File: src/rtl/glue_pkg.sv
// Shared types for the bus glue: the address region picked by the decoder.
package glue_pkg;
    typedef enum logic [1:0] {
        REGION_NONE = 2'd0,
        REGION_RAM  = 2'd1,
        REGION_ROM  = 2'd2,
        REGION_IO   = 2'd3
    } region_e;
endpackage

File: src/rtl/glue_bank_latch.sv
// Bank byte capture. It is passed through while phase 2 is low and held
// while phase 2 is high. Assumes clk samples phase 2 low at least once
// per cycle. Output is forced to zero until live_i is set after reset.
module glue_bank_latch #(
    parameter int BANK_BITS = 8
) (
    input  logic                 clk,
    input  logic                 rst_n,
    input  logic                 live_i,
    input  logic                 phi2_i,
    input  logic [BANK_BITS-1:0] data_i,
    output logic [BANK_BITS-1:0] bank_o
);
    logic [BANK_BITS-1:0] bank_q;

    // Track the bus byte during the low phase; keep it during the high phase.
    always_ff @(posedge clk) begin
        if (!rst_n)       bank_q <= '0;
        else if (!phi2_i) bank_q <= data_i;
    end

    // Transparent in the low phase, held in the high phase, zero until live.
    always_comb begin
        if (!live_i)     bank_o = '0;
        else if (phi2_i) bank_o = bank_q;
        else             bank_o = data_i;
    end
endmodule

File: src/rtl/glue_addr_decode.sv
// Address decoder for the full bank:address. Bank 0 holds RAM below 0x8000
// with a peripheral window in the upper half of page zero, and ROM above.
// Banks 1..POP_BANKS-1 are RAM. Anything else is unpopulated.
// Purely combinational; validity qualification is done by the caller.
module glue_addr_decode
    import glue_pkg::*;
#(
    parameter int BANK_BITS = 8,
    parameter int POP_BANKS = 4,
    parameter int IO_BLOCKS = 8,
    localparam int IDX_W    = $clog2(IO_BLOCKS)
) (
    input  logic [BANK_BITS-1:0] bank_i,
    input  logic [15:0]          addr_i,
    output region_e              region_o,
    output logic [IDX_W-1:0]     io_idx_o
);
    localparam logic [BANK_BITS:0] POP_LIM = (BANK_BITS+1)'(POP_BANKS);

    logic bank_zero, in_window, bank_pop;

    // Classify the bank and the page-zero peripheral window.
    always_comb begin
        bank_zero = (bank_i == '0);
        bank_pop  = ({1'b0, bank_i} < POP_LIM);
        in_window = (addr_i >= 16'h0080) && (addr_i <= 16'h00FF);
        io_idx_o  = addr_i[4 +: IDX_W];
    end

    // Pick one region per address.
    always_comb begin
        if (bank_zero) begin
            if (addr_i[15])     region_o = REGION_ROM;
            else if (in_window) region_o = REGION_IO;
            else                region_o = REGION_RAM;
        end else if (bank_pop) begin
            region_o = REGION_RAM;
        end else begin
            region_o = REGION_NONE;
        end
    end
endmodule

File: src/rtl/glue_strobe_abort.sv
// Read and write strobes qualified by phase 2 high, plus the one-clock
// abort pulse raised on the first clk sample of phase 2 high when the
// access falls on unpopulated space. Assumes phase 2 changes between clk edges.
module glue_strobe_abort #(
    parameter bit ABORT_EN = 1'b1
) (
    input  logic clk,
    input  logic rst_n,
    input  logic live_i,
    input  logic phi2_i,
    input  logic rw_i,
    input  logic valid_i,
    input  logic unpop_i,
    output logic oe_n_o,
    output logic we_n_o,
    output logic abort_n_o
);
    logic phi2_q;

    // Remember phase 2 from the previous edge to find its rising sample.
    always_ff @(posedge clk) begin
        if (!rst_n) phi2_q <= 1'b0;
        else        phi2_q <= phi2_i;
    end

    // Strobes only in phase 2 high of a valid, live cycle.
    always_comb begin
        oe_n_o = !(live_i && valid_i && phi2_i &&  rw_i);
        we_n_o = !(live_i && valid_i && phi2_i && !rw_i);
    end

    generate
        if (ABORT_EN) begin : g_abort
            logic abort_q;
            // Single pulse: the rising-sample condition lasts one edge only.
            always_ff @(posedge clk) begin
                if (!rst_n) abort_q <= 1'b0;
                else        abort_q <= live_i && valid_i && unpop_i && phi2_i && !phi2_q;
            end
            assign abort_n_o = !abort_q;
        end else begin : g_no_abort
            logic unused_unpop;
            assign unused_unpop = unpop_i;
            assign abort_n_o    = 1'b1;
        end
    endgenerate
endmodule

File: src/rtl/bus_glue.sv
// Top of the bus glue: bank capture, decode, select gating and strobes.
// Selects and peripheral R/W come from address only and are not gated by
// phase 2. Memory strobes are gated by phase 2 high. Assumes inputs change
// between clk edges and phase 2 is low for at least one clk edge per cycle.
module bus_glue
    import glue_pkg::*;
#(
    parameter int BANK_BITS = 8,
    parameter int POP_BANKS = 4,
    parameter int IO_BLOCKS = 8,
    parameter bit ABORT_EN  = 1'b1
) (
    input  logic                 clk,
    input  logic                 rst_n,
    input  logic                 phi2_i,
    input  logic                 rw_i,
    input  logic [15:0]          addr_i,
    input  logic [7:0]           data_i,
    input  logic                 vda_i,
    input  logic                 vpa_i,
    output logic [BANK_BITS-1:0] bank_o,
    output logic                 ram_cs_n_o,
    output logic                 rom_cs_n_o,
    output logic [IO_BLOCKS-1:0] io_cs_n_o,
    output logic                 io_rw_o,
    output logic                 oe_n_o,
    output logic                 we_n_o,
    output logic                 abort_n_o
);
    localparam int IDX_W = $clog2(IO_BLOCKS);

    logic             live_q;
    logic             valid, enable;
    region_e          region;
    logic [IDX_W-1:0] io_idx;

    // Outputs stay quiet until one edge after reset is released.
    always_ff @(posedge clk) begin
        if (!rst_n) live_q <= 1'b0;
        else        live_q <= 1'b1;
    end

    // A cycle is external when either valid-address flag is high.
    always_comb begin
        valid  = vda_i || vpa_i;
        enable = live_q && valid;
    end

    glue_bank_latch #(.BANK_BITS(BANK_BITS)) u_latch (
        .clk    (clk),
        .rst_n  (rst_n),
        .live_i (live_q),
        .phi2_i (phi2_i),
        .data_i (data_i[BANK_BITS-1:0]),
        .bank_o (bank_o)
    );

    glue_addr_decode #(
        .BANK_BITS (BANK_BITS),
        .POP_BANKS (POP_BANKS),
        .IO_BLOCKS (IO_BLOCKS)
    ) u_decode (
        .bank_i   (bank_o),
        .addr_i   (addr_i),
        .region_o (region),
        .io_idx_o (io_idx)
    );

    glue_strobe_abort #(.ABORT_EN(ABORT_EN)) u_strobe (
        .clk       (clk),
        .rst_n     (rst_n),
        .live_i    (live_q),
        .phi2_i    (phi2_i),
        .rw_i      (rw_i),
        .valid_i   (valid),
        .unpop_i   (region == REGION_NONE),
        .oe_n_o    (oe_n_o),
        .we_n_o    (we_n_o),
        .abort_n_o (abort_n_o)
    );

    // Memory selects from address and validity only.
    always_comb begin
        ram_cs_n_o = !(enable && region == REGION_RAM);
        rom_cs_n_o = !(enable && region == REGION_ROM);
        io_rw_o    = (enable && region == REGION_IO) ? rw_i : 1'b1;
    end

    // One active-low select per peripheral block.
    generate
        for (genvar g = 0; g < IO_BLOCKS; g++) begin : g_io
            assign io_cs_n_o[g] = !(enable && region == REGION_IO && io_idx == IDX_W'(g));
        end
    endgenerate

    // bank byte holds across consecutive high-phase samples
    a_r1_bank_hold: assert property (@(posedge clk) disable iff (!rst_n)
        (phi2_i && $past(phi2_i) && $past(live_q)) |-> (bank_o == $past(bank_o)));

    // read strobe only in a valid high-phase read
    a_r3_oe_qualified: assert property (@(posedge clk) disable iff (!rst_n)
        !oe_n_o |-> (phi2_i && rw_i && (vda_i || vpa_i)));

    // write strobe only in a valid high-phase write
    a_r4_we_qualified: assert property (@(posedge clk) disable iff (!rst_n)
        !we_n_o |-> (phi2_i && !rw_i && (vda_i || vpa_i)));

    // internal cycles drive nothing
    a_r8_idle_quiet: assert property (@(posedge clk) disable iff (!rst_n)
        !(vda_i || vpa_i) |-> (ram_cs_n_o && rom_cs_n_o && (&io_cs_n_o) && oe_n_o && we_n_o));

    // abort pulse lasts a single clock
    a_r9_abort_single: assert property (@(posedge clk) disable iff (!rst_n)
        !abort_n_o |=> abort_n_o);

    // never two selects at once
    a_r12_one_select: assert property (@(posedge clk) disable iff (!rst_n)
        $onehot0({~ram_cs_n_o, ~rom_cs_n_o, ~io_cs_n_o}));
endmodule

File: config.mk
export PLATFORM = sky130hd
export DESIGN_NAME = bus_glue
export DESIGN_NICKNAME = d
export VERILOG_FILES = /design/src/rtl/glue_pkg.sv /design/src/rtl/glue_bank_latch.sv /design/src/rtl/glue_addr_decode.sv /design/src/rtl/glue_strobe_abort.sv /design/src/rtl/bus_glue.sv
export SDC_FILE = /design/constraint.sdc
export NUM_CORES = 1
export LEC_CHECK = 0
export BUFFER_PORTS_ARGS = -buffer_cell sky130_fd_sc_hd__buf_4
export CAP_MARGIN = 30
export CORE_ASPECT_RATIO = 1.1
export CORE_MARGIN = 4
export CORE_UTILIZATION = 38
export DETAILED_ROUTE_END_ITERATION = 7
export PLACE_DENSITY = 0.87
export SLEW_MARGIN = 0
export SYNTH_ARGS = -nofsm -noshare
export SYNTH_HDL_FRONTEND = slang
export SYNTH_HIERARCHICAL = 1
export SYNTH_SLANG_ARGS = --single-unit
File: constraint.sdc
create_clock -name clk -period 2.55 [get_ports clk]
set_input_delay 0.3825 -clock clk [delete_from_list [all_inputs] [get_ports clk]]
set_output_delay 0.3825 -clock clk [all_outputs]
set_load 0.1 [all_outputs]
==> results of run 1 <==
## worst reg2reg max path: cells and delay by family (launching register included)
family / cells / cell delay, ns
flip-flops: 1 / 0.33
multiplexers: 1 / 0.19
buffers and inverters: 1 / 0.18
AND/OR/NAND/NOR: 7 / 0.83
## report_power, final
group          leakage (nW)  internal [mW]  switching (mW)  total, mW
clock                0.0150         0.0606          0.0577      0.118
sequential           0.0917          0.182         0.00668      0.189
combinational         0.467         0.0984           0.146      0.244
total                 0.574          0.341           0.210      0.551
## cells by family after synthesis
group / share of synthesized area
and+or+nand+nor: 0.465
DFF: 0.328
muxes: 0.119
AOI/OAI and AO/OA: 0.0149
buffers and inverters: 0.0728
## repair_timing
| action | in CTS | in global routing |
|---|---|---|
| endpoints found under the hold margin | 0 | 0 |
| setup buffers | 1 | 1 |
| resized for setup | 7 | 16 |
| setup endpoints to repair | 9 | 10 |
| pin swaps | 1 | 0 |
## area by class of cell
class	count	area, um2
inverter	1	3.75
clock buffer	4	26.3
sequential	11	224
tap	17	21.3
timing repair buffer	58	484
fill	102	277
multi-input combinational	56	578
## sequential cells by signal, summed over array words and instances, names as in the netlist
signal and count:
live_q 1, u_latch/bank_q 8, u_strobe/g_abort.abort_q 1, u_strobe/phi2_q 1
## per-layer routing
metal  GRT usage  wire [um]
met5           0          0
met4      0.0942         27
met3      0.0346        259
met2       0.300       1080
met1       0.161        691
## path summary, 6_finish.rpt
kind / start / to / slack (ns) / depth (start not counted)
worst max register to register: u_latch/bank_q[6]$_SDFF_PN0_ / u_strobe/g_abort.abort_q$_SDFF_PN0_ / 0.94 / 9
worst min-delay path: rst_n / live_q$_DFF_P_ / 0.29 / 1
worst max-delay path: u_latch/bank_q[6]$_SDFF_PN0_ / io_cs_n_o[1] / 0.03 / 8
worst min register to register: u_strobe/phi2_q$_SDFF_PN0_ / u_strobe/g_abort.abort_q$_SDFF_PN0_ / 0.39 / 1
## synthesized netlist by cell type
library cell and number:
a21oi_1 2, buf_6 2, inv_1 1, nor4b_1 1
and4b_2 1, buf_4 3, nor4_1 1, nand4_1 3
nor2_1 4, or2_4 1, mux2i_1 8, or2_1 1
dfxtp_1 11, nand4b_1 6, nor2b_1 16, nor3_1 1
and3b_1 1, nor4_2 2, nand2_1 2, nand3_1 4
and4_2 1, and2_2 1
==> impl_metrics.ini, run 1 <==
[placement]
io_buffers = 47
gp_congestion = 0.681
post-place-cells = 141
placed_cell_area_um2 = 1200
post-place-ws_ns = -0.0768

[sta]
layout_min_cycle_time_ns = 2.52
hold_violations = 0
fin_crit_sh = 0.987
setup_tns_ns = 0
setup_viol = 0
hold_ws_ns = 0.288
maxSlewViolCount = 0
rsz0062_at_grt = yes
finalWorstSetupSlack_ns = 0.0327
skew_ns = 0.00114
max_freq_mhz = 397
worst_pin_slew_ns = 0.334
relSlewSlack = 0.771

[critical_path]
cpMostUsedCell = nor4_4
cp_cell_sequence = mux2i_4, nor2b_4, nor4_4, nand2_2, nor4_4, and4b_2, nand4b_1, buf_8
arrival_ns = 2.13
critPathMaxStageDelay_ns = 0.33
end_kind = output port
cp_num_buf_inv = 1
crit_slowest_cell = dfxtp_2
start_kind = flop
path_max_fanout = 4
cp.required_ns = 2.17
cpLargestDelayFamily = simple AND/OR/NAND/NOR gates
critPathKind = reg2out

[floorplanning]
row_count = 15
start_util = 0.416
die_y_um = 52.1
dieArea_um2 = 2500
io_pins = 52
core-area_um2 = 1610
die_w_um = 48.1

[synth]
post_synth.cell_area_avg_um2 = 9.19
ys_ff_latch = 11
synth_warnings = 6
syn-cell-area_um2 = 671
netlist_top_cells_area = dfxtp_1 (33%), nor2b_1 (15%), mux2i_1 (12%), nand4b_1 (7.8%), nor4_2 (3.7%)
synth_fp_nets = 103
netlist_instances = 73
yosysTopAreaCell = dfxtp_1
ys_seq_area_frac = 0.328
synth_top_area_share = 0.328
ys_types = 22

[job]
cap_violations = 0

[clocking]
cts.clk_slew.worst_paths_ns = 0.07
cts_inserted_buffers = 3
ctsLongestPathBuffers = 2
cts.sink_count = 11
h-tree-depth = 1
cts_tree = yes
cts-root-buf = clkbuf_4
clk-insertion-delay-late_ns = 0.27
ctsHoldBuffers = 0

[power]
p_per_area_nw_per_um2 = 412
total_power_mw = 0.551
p_leak_nw = 0.574
peakVddDrop_v = 0.000350

[grt]
grt_pass1_vias = 697
antenna_found_initial = 0
grt_first_pass_wirelength_um = 2890
grt_max_degree = 14
grt_overflow = 0
grtUsageTotal = 0.165

[layout]
layout_common_cells = buf_4 (48), nor2b_4 (8), nor2b_1 (8), dfxtp_1 (8), buf_6 (7)
final_util = 0.829
diodes = 0
fin_area_um2 = 1340
fin_cells = 147
layout_commonest_cell = buf_4
syn_to_final_growth_pct = 99.4
nNetsFinal = 161
drive_gt1_frac = 0.677

[routing]
routed_wl_um = 2060
vias_per_cell = 5.28
wl_per_cell_um = 14.0
via_count = 776
drtIter0Drc = 7
ant_nets = 0
drc = 0
dr.pass1.iters = 4

[min_path]
hold_path_class = in2reg

[run_status]
status = completed
No activity file was read; power rests on OpenSTA's default activity.
==> run 2, diff against run 1 <==
--- a/config.mk
+++ b/config.mk
@@ -9,11 +9,10 @@
 export CAP_MARGIN = 30
 export CORE_ASPECT_RATIO = 1.1
 export CORE_MARGIN = 4
-export CORE_UTILIZATION = 38
+export CORE_UTILIZATION = 41
 export DETAILED_ROUTE_END_ITERATION = 7
-export PLACE_DENSITY = 0.87
+export PLACE_DENSITY = 0.89
 export SLEW_MARGIN = 0
 export SYNTH_ARGS = -nofsm -noshare
 export SYNTH_HDL_FRONTEND = slang
-export SYNTH_HIERARCHICAL = 1
 export SYNTH_SLANG_ARGS = --single-unit
==> run 2 against run 1 <==
  * Critical endpoint unchanged
  * Flip-flop and latch count did not move
  * Fmax rose by 6.8%
  * Largest cell class unchanged
  * Via count rose by 12%
==> impl_metrics.ini, run 2 <==
[synth]
netlist_instances = 81
ys_seq_area_frac = 0.282
synthArstFlopShare = 0
synth_warnings = 0
syn-cell-area_um2 = 782
synth.most_common_cell = nor2b_1
post_synth.cell_area_avg_um2 = 9.65
ys_ff_latch = 11
synth_top_area_share = 0.282
yosysTopAreaCell = dfxtp_1
synth_edf_count = 0
ys_types = 32
synth_fp_nets = 111
netlist_top_cells_area = dfxtp_1 (28%), nor2b_1 (13%), mux2i_1 (10%), o2111ai_1 (10%), nor4b_1 (3.4%)
synth_ff_type = dfxtp_1
synth_commonest_cells = nor2b_1 (16), dfxtp_1 (11), o2111ai_1 (9)

[sta]
fin_crit_sh = 0.924
hold_ws_ns = 0.283
rsz0062_at_grt = no
setup_viol = 0
maxSlewViolCount = 0
max_freq_mhz = 424
skew_ns = 0.00281
layout_min_cycle_time_ns = 2.36
hold_violations = 0
finalWorstSetupSlack_ns = 0.193
worst_pin_slew_ns = 0.308
relSlewSlack = 0.795

[clocking]
ctsLongestPathBuffers = 2
cts.clk_slew.worst_paths_ns = 0.06
cts_resized = 0
ctsHoldBuffers = 0
cts.sink_count = 11
h-tree-depth = 1
clk-insertion-delay-late_ns = 0.27
cts_tree = yes
cts-root-buf = clkbuf_4
cts_inserted_buffers = 3
cts_setup_buffers = 0

[critical_path]
end_kind = output port
cp.required_ns = 2.17
crit_end = io_cs_n_o[1]
start_kind = flop
rr_worst_depth = 4
r2r_start = u_latch.bank_q[6]$_SDFF_PN0_
arrival_ns = 1.97
path_max_fanout = 12
critPathKind = reg2out
crit_start = u_latch.bank_q[6]$_SDFF_PN0_
r2r_slack_ns = 1.06
rr_endpoint = u_strobe.g_abort.abort_q$_SDFF_PN0_

[power]
p_comb_frac = 0.381
p_sw_mw = 0.183
clock_power_share = 0.238
p_per_area_nw_per_um2 = 421
peakVddDrop_v = 0.000301
p_sw_frac = 0.372
total_power_mw = 0.493
intPower_mw = 0.310
p_leak_nw = 0.484
seqPwrFrac = 0.382

[placement]
placed_cell_area_um2 = 1140
dp_hpwl_um = 1750
post-place-ws_ns = 0.332
io_buffers = 47
gp_congestion = 0.778

[routing]
routed_wl_um = 2150
drtIter0Drc = 12
via_count = 871
wl_per_cell_um = 14.5
vias_per_cell = 5.89
drc = 0
dr.pass1.iters = 4
ant_nets = 0

[floorplanning]
die_y_um = 53.8
core-area_um2 = 1800
start_util = 0.434
row_count = 16
die_w_um = 49.6
dieArea_um2 = 2670
io_pins = 52

[layout]
fin_area_um2 = 1170
fill_cells = 160
final_util = 0.650
drive_gt1_frac = 0.469
diodes = 0
layout_commonest_cell = buf_4
largest_reg_flops = 8
layout_common_cells = buf_4 (50), nor2b_1 (16), dfxtp_1 (11)
syn_to_final_growth_pct = 49.8
multiInputGateArea_um2 = 523
nNetsFinal = 161
regMostFlops = u_latch.bank_q
seqCellArea_um2 = 220

[min_path]
worst_hold_path.num_cells = 1
hold_path_class = in2reg

[grt]
antenna_found_initial = 0
grt_first_pass_wirelength_um = 3600
grtUsageTotal = 0.174
grt_overflow = 0
grt_pass1_vias = 816
grt_max_degree = 16

[run_status]
status = completed

[job]
cap_violations = 0
[run 2: cell types whose count changed in the layout (fill, tap and decap cells not counted), moves of 3 or more]
| cell | delta |
|---|---|
| buf_6 | -7 |
| buf_8 | -3 |
| dfxtp_1 | +3 |
| dfxtp_2 | -3 |
| mux2i_1 | +7 |
| mux2i_4 | -6 |
| nand4_1 | -3 |
| nand4b_1 | -6 |
| nor2b_1 | +8 |
| nor2b_4 | -8 |
| o2111ai_1 | +9 |
[run 2: layout make-up]
class                           count  share of cell area
Clock buffer                        4              0.0224
Inverter                            1             0.00321
Multi-Input combinational cell     64               0.447
Sequential cell                    11               0.188
Tap cell                           18              0.0192
Timing Repair Buffer               50               0.321
[run 2: cell families (layout without fill, tap and decap cells)]
kind of cell	after synthesis	after routing	share of synthesized area
muxes	8	8	0.102
buffers and inverters	6	55	0.0496
DFF	11	11	0.282
AOI/OAI and AO/OA	14	14	0.176
and+or+nand+nor	42	42	0.390
[run 2: power by group through the flow]
stage | Clock (mW) | Sequential, mW | Combinational [mW]
after floorplan | 0 | 0.189 | 0.131
after detailed placement | 0 | 0.192 | 0.188
after CTS | 0.122 | 0.189 | 0.188
final | 0.117 | 0.188 | 0.188
after global placement | 0 | 0.192 | 0.183
after global routing | 0.128 | 0.190 | 0.199
[run 2: per-stage QoR]
stage,std cells,setup TNS [ns]
finish,148,0
global route,148,0
CTS,148,0
detailed placement,144,0
global placement,144,0
floorplan,81,-1.39
[run 2: worst min-delay path by stage]
| stage | start | to | slack (ns) |
|---|---|---|---|
| 5_1_grt | rst_n | live_q$_DFF_P_ | 0.30 |
| 6_report | rst_n | live_q$_DFF_P_ | 0.28 |
| 3_3_place_gp | u_strobe.phi2_q$_SDFF_PN0_ | u_strobe.g_abort.abort_q$_SDFF_PN0_ | 0.46 |
| 2_1_floorplan | rst_n | live_q$_DFF_P_ | 0.41 |
| 3_5_place_dp | u_strobe.phi2_q$_SDFF_PN0_ | u_strobe.g_abort.abort_q$_SDFF_PN0_ | 0.48 |
| 4_1_cts | rst_n | live_q$_DFF_P_ | 0.28 |
[run 2: worst max-delay path: stages (launching register included)]
cell,delay (ns)
dfxtp_1,0.32
or4_4,0.55
nor4b_4,0.23
buf_4,0.22
o2111ai_1,0.13
buf_4,0.26
[run 2: per-layer routing]
| metal | global-route usage | up-vias | part of all wire |
|---|---|---|---|
| li1 | - | 415 | - |
| met5 | 0 | - | 0 |
| met1 | 0.186 | 394 | 0.36 |
| met3 | 0.0554 | 5 | 0.13 |
| met4 | 0.0829 | 0 | 0.016 |
| met2 | 0.313 | 57 | 0.50 |
==> run 3, diff against run 2 <==
--- a/config.mk
+++ b/config.mk
@@ -5,11 +5,12 @@
 export SDC_FILE = /design/constraint.sdc
 export NUM_CORES = 1
 export LEC_CHECK = 0
+export ABC_AREA = 1
 export BUFFER_PORTS_ARGS = -buffer_cell sky130_fd_sc_hd__buf_4
 export CAP_MARGIN = 30
 export CORE_ASPECT_RATIO = 1.1
 export CORE_MARGIN = 4
-export CORE_UTILIZATION = 41
+export CORE_UTILIZATION = 43
 export DETAILED_ROUTE_END_ITERATION = 7
 export PLACE_DENSITY = 0.89
 export SLEW_MARGIN = 0
==> run 3 against run 2 <==
  * Clock power barely moved
  * Count of clock-buffer cells in the layout fell by 1
  * Sequential power about the same
  * Critical path type unchanged
  * Critical endpoint is now io_cs_n_o[3]
  * Highest routed layer unchanged
==> impl_metrics.ini, run 3 <==
[run_status]
status = completed

[layout]
layout_commonest_cell = buf_4
fin_area_um2 = 1290
diodes = 0
regMostFlops = u_latch.bank_q
largest_reg_flops = 8
drive_gt1_frac = 0.429
syn_to_final_growth_pct = 44.2
nNetsFinal = 213
layout_common_cells = buf_4 (47), inv_1 (33), nand2_1 (23)

[clocking]
ctsLongestPathBuffers = 2
cts_setup_buffers = 0
cts.clk_slew.worst_paths_ns = 0.08
clk-insertion-delay-late_ns = 0.28
ctsHoldBuffers = 0
cts_tree = yes
cts_inserted_buffers = 3
cts-root-buf = clkbuf_4
cts.sink_count = 11
cts_resized = 0
h-tree-depth = 1

[sta]
hold_violations = 0
maxSlewViolCount = 0
relSlewSlack = 0.548
skew_ns = 0.0127
worst_pin_slew_ns = 0.671
setup_tns_ns = 0
hold_ws_ns = 0.220
max_freq_mhz = 427
fin_crit_sh = 0.919
layout_min_cycle_time_ns = 2.34
setup_viol = 0
rsz0062_at_grt = no
finalWorstSetupSlack_ns = 0.207

[synth]
synth_warnings = 0
ys_ff_latch = 11
yosysTopAreaCell = dfxtp_1
synth.most_common_cell = inv_1
synth_fp_nets = 163
post_synth.cell_area_avg_um2 = 6.75
ys_seq_area_frac = 0.245
synth_top_area_share = 0.245
synth_edf_count = 0
synthArstFlopShare = 0
synth_commonest_cells = inv_1 (33), nand2_1 (23), nor2_1 (14)
netlist_top_cells_area = dfxtp_1 (25%), inv_1 (14%), nand3_2 (10%), nand2_1 (9.6%), nor2_8 (6.7%)
synth_ff_type = dfxtp_1
syn-cell-area_um2 = 898
netlist_instances = 133
ys_types = 20

[critical_path]
cp.required_ns = 2.17
path_max_fanout = 10
rr_endpoint = u_strobe.g_abort.abort_q$_SDFF_PN0_
r2r_start = live_q$_DFF_P_
arrival_ns = 1.96
crit_end = io_cs_n_o[3]
crit_start = live_q$_DFF_P_
end_kind = output port
critPathKind = reg2out
rr_worst_depth = 4
r2r_slack_ns = 1.03
start_kind = flop

[job]
cap_violations = 0

[grt]
grt_overflow = 0
antenna_found_initial = 0
grt_max_degree = 15
grt_pass1_vias = 907
grt_first_pass_wirelength_um = 3770
grtUsageTotal = 0.167

[floorplanning]
io_pins = 52
die_w_um = 51.6
die_y_um = 55.9
core-area_um2 = 2000
row_count = 17
start_util = 0.449
dieArea_um2 = 2890

[power]
peakVddDrop_v = 0.000376
p_leak_nw = 0.727
p_sw_mw = 0.243
intPower_mw = 0.316
p_sw_frac = 0.435
p_comb_frac = 0.450
clock_power_share = 0.213
seqPwrFrac = 0.337
total_power_mw = 0.559
p_per_area_nw_per_um2 = 432

[placement]
dp_hpwl_um = 1860
gp_congestion = 0.747
io_buffers = 47
post-place-ws_ns = 0.274
placed_cell_area_um2 = 1270

[routing]
wl_per_cell_um = 10.9
vias_per_cell = 4.76
drc = 0
routed_wl_um = 2290
ant_nets = 0
via_count = 1000
dr.pass1.iters = 4
drtIter0Drc = 20

[min_path]
hold_path_class = in2reg
[run 3: per-layer routing]
layer  wire, um  part of all wire  vias up  track usage
met4         68             0.030        0       0.0375
met3        143             0.062        9       0.0536
met1        741              0.32      455        0.159
met2       1340              0.58       39        0.331
li1           -                 -      497            -
met5          0                 0        -            0
[run 3: through the flow]
stage                     instances   util
after global routing            210  0.648
after detailed placement        206  0.634
after floorplan                 133      -
after global placement          206  0.634
after CTS                       210  0.648
final                           210  0.648
[run 3: worst min path at each step]
stage | startpoint | to | slack (ns) | cells after the start
floorplan | rst_n | live_q$_DFF_P_ | 0.41 | 0
global placement | u_strobe.phi2_q$_SDFF_PN0_ | u_strobe.g_abort.abort_q$_SDFF_PN0_ | 0.48 | 3
detailed placement | rst_n | live_q$_DFF_P_ | 0.51 | 1
CTS | rst_n | live_q$_DFF_P_ | 0.22 | 1
global route | rst_n | live_q$_DFF_P_ | 0.20 | 1
finish | rst_n | live_q$_DFF_P_ | 0.22 | 1
[run 3: power groups by stage]
stage	registers (mW)	clock network, mW	logic (mW)
floorplan	0.189	0	0.191
global placement	0.192	0	0.244
detailed placement	0.192	0	0.251
CTS	0.188	0.123	0.253
global route	0.189	0.133	0.269
finish	0.188	0.119	0.251
[run 3: kinds of logic after synthesis]
| group | share of synthesized area |
|---|---|
| compound gates | 0.0111 |
| simple gates | 0.572 |
| buf+inv | 0.171 |
| flops | 0.245 |
[run 3: area by class of cell]
cell class	count	area, um2
Timing Repair Buffer	47	353
Clock inverter	1	5.00
Multi-Input combinational cell	85	528
Tap cell	28	35.0
Fill cell	201	704
Sequential cell	11	220
Clock buffer	3	22.5
Inverter	35	131
[run 3: worst max-delay path, stage by stage, from the launching register on]
cell and delay (ns):
dfxtp_1 0.61, nand3_1 0.16, nand2_1 0.20, inv_1 0.10
nand2_4 0.12, nor2_8 0.07, nand3_1 0.11, buf_4 0.30
